`config.mk`:
```
export PLATFORM = sky130hd
export DESIGN_NAME = adc_result_accum
export DESIGN_NICKNAME = d
export VERILOG_FILES = /design/src/rtl/adc_accum_pkg.sv /design/src/rtl/adc_accum_ctrl.sv /design/src/rtl/adc_accum_data.sv /design/src/rtl/adc_result_accum.sv
export SDC_FILE = /design/constraint.sdc
export NUM_CORES = 1
export LEC_CHECK = 0
export BUFFER_PORTS_ARGS = -buffer_cell sky130_fd_sc_hd__buf_4
export CORE_MARGIN = 1.5
export CORE_UTILIZATION = 32
export CTS_BUF_LIST = sky130_fd_sc_hd__clkbuf_8
export CTS_CLUSTER_SIZE = 25
export DETAILED_ROUTE_END_ITERATION = 16
export GPL_TIMING_DRIVEN = 0
export SYNTH_ARGS = -nofsm -noshare
export SYNTH_HDL_FRONTEND = slang
export SYNTH_SLANG_ARGS = --single-unit
```
`constraint.sdc`:
```
create_clock -name clk -period 5.3 [get_ports clk]
set_clock_uncertainty 0.1 [all_clocks]
set_input_delay 1.59 -clock clk [delete_from_list [all_inputs] [get_ports clk]]
set_output_delay 1.59 -clock clk [all_outputs]
set_load 0.005 [all_outputs]
```
`src/rtl/adc_accum_pkg.sv`:
```
package adc_accum_pkg;

  typedef struct packed {
    logic accumEn;
    logic accumClear;
    logic loadResult;
    logic singleMode;
  } accCtl_t;

  function automatic int unsigned repeatShift(input logic [1:0] code);
    case (code)
      2'b00:   repeatShift = 0;
      2'b01:   repeatShift = 2;
      2'b10:   repeatShift = 3;
      default: repeatShift = 4;
    endcase
  endfunction

endpackage

```
`src/rtl/adc_accum_ctrl.sv`:
```
module adc_accum_ctrl
  import adc_accum_pkg::*;
#(
  parameter int MAX_SHIFT = 4
) (
  input  logic      clk,
  input  logic      rstN,
  input  logic      enable,
  input  logic      sampleValid,
  input  logic [1:0] repeatCode,
  input  logic      clearDone,
  output accCtl_t   ctl,
  output logic      convDone,
  output logic      cmpStrobe
);
  localparam int CNT_W = MAX_SHIFT;

  logic [CNT_W-1:0] sampleCount;
  logic [CNT_W-1:0] lastIdx;
  logic             accept;
  logic             lastNow;

  always_comb begin
    lastIdx = CNT_W'((1 << repeatShift(repeatCode)) - 1);
    accept  = enable && sampleValid;
    lastNow = accept && (sampleCount >= lastIdx);
    ctl.accumEn    = accept && !lastNow;
    ctl.accumClear = lastNow || !enable;
    ctl.loadResult = lastNow;
    ctl.singleMode = (repeatCode == 2'b00);
  end

  always_ff @(posedge clk or negedge rstN) begin
    if (!rstN) begin
      sampleCount <= '0;
    end else if (!enable || lastNow) begin
      sampleCount <= '0;
    end else if (accept) begin
      sampleCount <= sampleCount + 1'b1;
    end
  end

  always_ff @(posedge clk or negedge rstN) begin
    if (!rstN) begin
      convDone  <= 1'b0;
      cmpStrobe <= 1'b0;
    end else begin
      cmpStrobe <= lastNow;
      if (lastNow) begin
        convDone <= 1'b1;
      end else if (clearDone) begin
        convDone <= 1'b0;
      end
    end
  end

  assert_idle_clears_R10: assert property (@(posedge clk) disable iff (!rstN)
    !enable |=> (sampleCount == '0));
  assert_done_after_set_R7: assert property (@(posedge clk) disable iff (!rstN)
    ctl.loadResult |=> convDone);
  assert_clear_drops_R7: assert property (@(posedge clk) disable iff (!rstN)
    (clearDone && !ctl.loadResult) |=> !convDone);
  assert_strobe_follows_load_R8: assert property (@(posedge clk) disable iff (!rstN)
    ctl.loadResult |=> cmpStrobe);

endmodule

```
`src/rtl/adc_accum_data.sv`:
```
module adc_accum_data
  import adc_accum_pkg::*;
#(
  parameter int SAMPLE_W  = 12,
  parameter int MAX_SHIFT = 4
) (
  input  logic                          clk,
  input  logic                          rstN,
  input  accCtl_t                       ctl,
  input  logic [SAMPLE_W-1:0]           sampleData,
  input  logic                          leftJustify,
  output logic [SAMPLE_W+MAX_SHIFT-1:0] resultWord
);
  localparam int RESULT_W = SAMPLE_W + MAX_SHIFT;
  localparam int PAD_W    = RESULT_W - SAMPLE_W;

  logic [RESULT_W-1:0] accum;
  logic [RESULT_W-1:0] sumNext;
  logic [RESULT_W-1:0] formatted;

  always_comb begin
    sumNext = accum + RESULT_W'(sampleData);
    if (ctl.singleMode && leftJustify) begin
      formatted = {sampleData, {PAD_W{1'b0}}};
    end else begin
      formatted = sumNext;
    end
  end

  always_ff @(posedge clk or negedge rstN) begin
    if (!rstN) begin
      accum <= '0;
    end else if (ctl.accumClear) begin
      accum <= '0;
    end else if (ctl.accumEn) begin
      accum <= sumNext;
    end
  end

  always_ff @(posedge clk or negedge rstN) begin
    if (!rstN) begin
      resultWord <= '0;
    end else if (ctl.loadResult) begin
      resultWord <= formatted;
    end
  end

  assert_right_upper_zero_R2: assert property (@(posedge clk) disable iff (!rstN)
    (ctl.loadResult && ctl.singleMode && !leftJustify)
      |=> (resultWord[RESULT_W-1:SAMPLE_W] == '0));
  assert_left_lower_zero_R3: assert property (@(posedge clk) disable iff (!rstN)
    (ctl.loadResult && ctl.singleMode && leftJustify)
      |=> (resultWord[PAD_W-1:0] == '0));
  assert_fresh_set_R6: assert property (@(posedge clk) disable iff (!rstN)
    ctl.loadResult |=> (accum == '0));

endmodule

```
`src/rtl/adc_result_accum.sv`:
```
module adc_result_accum
  import adc_accum_pkg::*;
#(
  parameter int SAMPLE_W  = 12,
  parameter int MAX_SHIFT = 4
) (
  input  logic                clk,
  input  logic                rstN,
  input  logic                enable,
  input  logic                sampleValid,
  input  logic [SAMPLE_W-1:0] sampleData,
  input  logic [1:0]          repeatCode,
  input  logic                leftJustify,
  input  logic                clearDone,
  output logic [7:0]          resultHigh,
  output logic [7:0]          resultLow,
  output logic                convDone,
  output logic                cmpStrobe
);
  localparam int RESULT_W = SAMPLE_W + MAX_SHIFT;

  accCtl_t             ctl;
  logic [RESULT_W-1:0] resultWord;

  adc_accum_ctrl #(.MAX_SHIFT(MAX_SHIFT)) u_ctrl (
    .clk        (clk),
    .rstN       (rstN),
    .enable     (enable),
    .sampleValid(sampleValid),
    .repeatCode (repeatCode),
    .clearDone  (clearDone),
    .ctl        (ctl),
    .convDone   (convDone),
    .cmpStrobe  (cmpStrobe)
  );

  adc_accum_data #(.SAMPLE_W(SAMPLE_W), .MAX_SHIFT(MAX_SHIFT)) u_data (
    .clk        (clk),
    .rstN       (rstN),
    .ctl        (ctl),
    .sampleData (sampleData),
    .leftJustify(leftJustify),
    .resultWord (resultWord)
  );

  assign resultHigh = resultWord[RESULT_W-1:RESULT_W-8];
  assign resultLow  = resultWord[7:0];

  assert_result_moves_on_strobe_R5: assert property (@(posedge clk) disable iff (!rstN)
    !$stable(resultWord) |-> cmpStrobe);
  assert_strobe_with_done_R8: assert property (@(posedge clk) disable iff (!rstN)
    cmpStrobe |-> convDone);

endmodule

```
; ---- Word-level counts from Yosys, hierarchy flattened
; Cells that the tools add are included.
[op_classes]
add_sub_neg = 3
order_cmp = 1
eq_ne = 2
shift = 1
n_mux = 8
n_reduce_logical = 11
[ops]
columns = op, count
row1 = 16-bit two-way mux, 3
row2 = 16-bit by 12-bit adder with 16-bit output, 1
row3 = 3-bit case mux with 3 select lines, 1
row4 = 4-bit two-way mux, 2
row5 = 2-bit nonzero test, 3
row6 = "4-bit by 1-bit adder with 4-bit output, second input constant", 1
row7 = 4-bit greater-or-equal comparator, 1
row8 = 1-bit logical AND, 4
row9 = "1-bit by 3-bit << shifter with 4-bit output, first input constant", 1
row10 = "4-bit by 2-bit subtractor with 4-bit output, second input constant", 1
row11 = "2-bit by 1-bit equality test with 1-bit output, second input constant", 1
row12 = "2-bit equality test, second input constant", 1
row13 = 1-bit zero test, 2
row14 = 2-bit zero test, 1
row15 = 1-bit two-way mux, 2
row16 = 1-bit logical OR, 1
[word_totals]
reg_bits = 38
input_bits = 20
output_inout_bits = 18
word_cells = 31

; ---- Logic depth before layout (Yosys ltp)
[logic_depth]
word_depth = 10
mapped_depth = 11
mapped_depth_nobuf = 10

; ---- By module
; From an unflattened synthesis, not the netlist that was laid out.
[unflattened]
cells_unflattened = 265
hier_area_um2 = 2426.1
[modules_own_cells]
columns = module, n_inst, cells_per_inst, area_per_inst_um2, seq_area_each_um2
row1 = adc_accum_data, 1, 219, 1993.2, 800.8
row2 = adc_accum_ctrl, 1, 46, 432.9, 150.1

; ---- Least setup slack after synthesis
; No wires, ideal clock.
[synth_timing]
path_kind = input-to-reg
startpoint = in repeatCode[1]
endpoint = reg u_data.resultWord[14]
setup_ns = 0.131
arrival_time_ns = 3.396
required_time_ns = 5.069
slack_ns = 1.672
cell_stages = 11
path_buffers = 1
cell_sequence = nor2_1 -> inv_1 -> ha_1 -> nand2b_4 -> a2111oi_4 -> or3_1 -> buf_2 -> inv_2 -> o21ai_2 -> nor3b_1 -> or3_1
[synth_via]
elab_chain_len = 6
word_cells_on_any_way = 10
classes_between = add/sub (1) / order compare (1) / eq/ne (2) / shift (1) / mux (2) / reduce/logical (3)
[synth_rtl]
columns = element, line_no
row1 = "start, declared", adc_result_accum.sv:12  ; input logic [1:0] repeatCode,
row2 = "2-bit equality test, or another cell as far along", adc_accum_pkg.sv:11  ; case (code)
row3 = 3-bit case mux with 3 select lines, adc_accum_pkg.sv:11
row4 = 1-bit by 3-bit << shifter with 4-bit output, adc_accum_ctrl.sv:24  ; lastIdx = CNT_W'((1 << repeatShift(repeatCode)) - 1);
row5 = 4-bit by 2-bit subtractor with 4-bit output, adc_accum_ctrl.sv:24
row6 = 4-bit greater-or-equal comparator, adc_accum_ctrl.sv:26  ; lastNow = accept && (sampleCount >= lastIdx);
row7 = 1-bit logical AND, adc_accum_ctrl.sv:26
row8 = "end signal, assigned", adc_accum_data.sv:44  ; resultWord <= formatted;
row9 = "end, declared", adc_accum_data.sv:12  ; output logic [SAMPLE_W+MAX_SHIFT-1:0] resultWord
; Several ways; a longest one is shown, not always the timed one.
; A chain may end at the register's enable or synchronous reset.

; ---- Worst setup path in the final report
[layout_timing]
startpoint = in repeatCode[1]
endpoint = reg u_data.accum[11]
[layout_via]
elab_chain_len = 9
word_cells_on_any_way = 13
classes_between = add/sub (1) / order compare (1) / eq/ne (2) / shift (1) / mux (2) / reduce/logical (6)
[layout_rtl]
columns = element, line_no
row1 = "2-bit equality test, or another cell as far along", adc_accum_pkg.sv:11
row2 = 3-bit case mux with 3 select lines (*), adc_accum_pkg.sv:11
row3 = 1-bit by 3-bit << shifter with 4-bit output (*), adc_accum_ctrl.sv:24
row4 = 4-bit by 2-bit subtractor with 4-bit output (*), adc_accum_ctrl.sv:24
row5 = 4-bit greater-or-equal comparator (*), adc_accum_ctrl.sv:26
row6 = 1-bit logical AND (*), adc_accum_ctrl.sv:26
row7 = 1-bit zero test, adc_accum_ctrl.sv:27  ; ctl.accumEn = accept && !lastNow;
row8 = 1-bit logical AND, adc_accum_ctrl.sv:27
row9 = 2-bit nonzero test (no source line), n/a
row10 = "end signal, assigned", adc_accum_data.sv:36  ; accum <= sumNext;
row11 = "end, declared", adc_accum_data.sv:17  ; logic [RESULT_W-1:0] accum;
; Mark *: on every way between the ends. The rest lies on a longest branch, timed or not.

==> out/results.txt <==
sequential area share after synthesis -> 0.4002
num ports -> 38
Final Wtd Congestion -> 0.8133
top cells by area, synth -> dfrtp_1 (40%), ha_1 (9.0%), nand2_1 (4.9%)
Via Count -> 1992
Mean Syn Cell Area -> 9.391 um2
Die W -> 89.17 um
HP Start -> u_data.resultWord[1]$_DFFE_PN0P_
max_cap viols -> 0
clk sinks -> 38
FF+latch count, synth -> 38
ant diodes -> 0
CP required -> 5380 ps
pwr dens -> 467.8 mW/mm2
crit path DAT -> 3820 ps
Post-DP HPWL -> 4.317 mm
remaining antenna violation count after routing -> 0
P_leak -> 1.395 nW
worst-margin pin slew -> 809.6 ps
first-pass GRT wire length -> 9.811 mm
grt ovf -> 0
Slew headroom -> 0.4570
CP max-delay cell -> o31ai_2
status -> finished, final reports clean
Crit Path Max Fanout -> 10
die footprint -> 0.007951 mm2
post-synth top area share -> 0.4002
Logic pwr share -> 0.471
CTS tree -> built
initial antenna violation count -> 0
crit start category -> primary input
r2r setup slk -> 2750 ps
Root Driver -> clkbuf_8
Worst-path clk slew -> 90 ps
P&R area growth vs syn -> 21.54%
Net Count, Synth -> 291
Setup Crit Path Kind -> in2reg
H-tree Lvls -> 2
Pint -> 0.8446 mW
total CTS buffers -> 5
PortBufs -> 37
Hold Crit Depth -> 2
Worst R2R Path Depth -> 8
max-slew violations -> 0
ys flop type -> dfrtp_1
Vias/cell -> 5.018
clock latency on the worst-skew pair -> 300 ps
post-layout min period -> 3740 ps
Post-synth EDFFs -> 0
sw frac -> 0.3749
Routed WL per cell -> 14.89 um
R2R Path End -> u_data.resultWord[14]$_DFFE_PN0P_
First-pass DRT Iterations -> 4
Worst Setup End Kind -> flip-flop
Mapped Cells -> 253
largest area contributor in the netlist -> dfrtp_1
clock buffer depth -> 2
TNS Setup -> 0 ps
CP Launch Point -> repeatCode[1]
# Post-CTS Setup Buffers -> 0
top-count cell post-synth -> dfrtp_1
crit-path max cell delay -> 700 ps
final wirelength -> 5.913 mm
Reg power frac -> 0.345
total track usage -> 0.1618
clock share of power -> 0.185
Max VDD drop -> 0.1350 mV
worst r2r src -> u_data.accum[0]$_DFFE_PN0P_
Final period util -> 0.7056
Syn. warnings -> 0
Fmax -> 267.4 MHz
Final Hold Fails -> 0
RSZ-0062 raised after global routing -> false
# resized after CTS -> 0
drt initial violations -> 87
worst min-delay path class -> reg2reg
fraction of layout cells with a size suffix above 1 -> 0.2047
post-synthesis instance area -> 0.002376 mm2
DRC errors left -> 0
Initial Util -> 0.3293
largest net degree at the start of global routing -> 39
Post-synth ARST share -> 1.000
nets@finish -> 335
most frequent cells after synthesis -> dfrtp_1 (38), nand2_1 (31), a21oi_1 (22)
die height -> 89.17 um
# rows -> 31
library cells used by synthesis -> 50
Switching Power -> 0.5065 mW
Endpoint, Worst Hold -> u_data.resultWord[1]$_DFFE_PN0P_
Post-CTS Hold Buffers -> 0
vias in the first global route -> 2029
CP cell instances -> buf_4 > nor2_1 > inv_1 > ha_1 > nand2b_4 > a2111oi_4 > o31ai_2 > nor2_2 > buf_2 > a22o_1
final setup violation count -> 0
PnR Total Power -> 1.351 mW
CORE AREA -> 0.007214 mm2
-- state kept, by name, summed over array words and instances (netlist names) --
signal              flops
u_data.resultWord      16
u_ctrl.sampleCount      4
u_ctrl.cmpStrobe        1
u_data.accum           16
u_ctrl.convDone         1
-- logic make-up after synthesis --
group	after synthesis	share of synthesized area
adders and majority gates	18	0.09794
buffers and inverters	19	0.03528
DFF	38	0.4002
xor gates and xnor gates	14	0.05161
and+or+nand+nor	87	0.1838
muxes	3	0.01316
AOI/OAI and AO/OA	74	0.2180
-- layer usage --
layer | wire length [um] | global-route usage | share of wire
met3 | 273 | 0.03047 | 0.046
met1 | 2879 | 0.2215 | 0.49
met2 | 2672 | 0.2673 | 0.45
met4 | 88 | 0.03357 | 0.015
met5 | 0 | 0 | 0
-- placed cells by master, fill, tap and decap left out, types with 3 or more instances in the layout --
cell and n:
buf_2 4, nor3_1 6, nor2_1 13, a31oi_1 9
a22o_1 8, xor2_1 5, ha_1 17, o31ai_1 6
clkbuf_8 5, inv_1 8, a21o_1 6, nand2b_1 3
xnor2_1 9, dfrtp_1 38, buf_4 37, a21oi_1 22
or3_1 5, and3_1 6, nand3_1 9, clkbuf_1 5
nand2_1 31, o21ai_0 7
-- how the worst max path moves through the flow --
stage / end / slack (ps) / depth (start not counted)
final: u_data.accum[11]$_DFFE_PN0P_ / 1560 / 10
after detailed placement: u_data.accum[11]$_DFFE_PN0P_ / 1240 / 10
after global placement: u_ctrl.convDone$_DFFE_PN0P_ / 1270 / 10
after global routing: u_data.accum[15]$_DFFE_PN0P_ / 1330 / 11
after floorplan: u_data.resultWord[14]$_DFFE_PN0P_ / 1670 / 11
after CTS: u_ctrl.convDone$_DFFE_PN0P_ / 1560 / 10
-- through the flow --
step	worst slack, ps	cells	utilization	cell area [um2]	hold slack, ps
floorplan	1673	253	-	2376	342.8
global placement	1271	389	0.3850	2778	352.2
detailed placement	1244	389	0.3850	2778	363.6
CTS	1562	397	0.4003	2888	382.8
global route	1326	397	0.4003	2888	403.7
finish	1560	397	0.4003	2888	376.6
-- worst max-delay path: cells and delay by family --
kind	cells	cell delay [ps]
simple gates	3	520
compound gates	3	980
fa+ha+maj	1	280
buf+inv	3	460
-- cell type report --
type                            count  area, um2
Buffer                             11      53.80
Clock buffer                        5      68.82
Clock inverter                      3      41.29
Fill cell                         733       4327
Inverter                            8      30.03
Multi-Input combinational cell    196       1341
Sequential cell                    38      950.9
Tap cell                           99      123.9
Timing Repair Buffer               37      277.8
-- power groups by stage --
| stage | Combinational, mW | Clock [mW] | Sequential, mW |
|---|---|---|---|
| 2_1_floorplan | 0.439 | 0 | 0.462 |
| 5_1_grt | 0.716 | 0.261 | 0.481 |
| 3_3_place_gp | 0.627 | 0 | 0.470 |
| 4_1_cts | 0.637 | 0.252 | 0.466 |
| 6_report | 0.636 | 0.249 | 0.466 |
| 3_5_place_dp | 0.634 | 0 | 0.470 |
No activity file was read; power rests on OpenSTA's default activity.
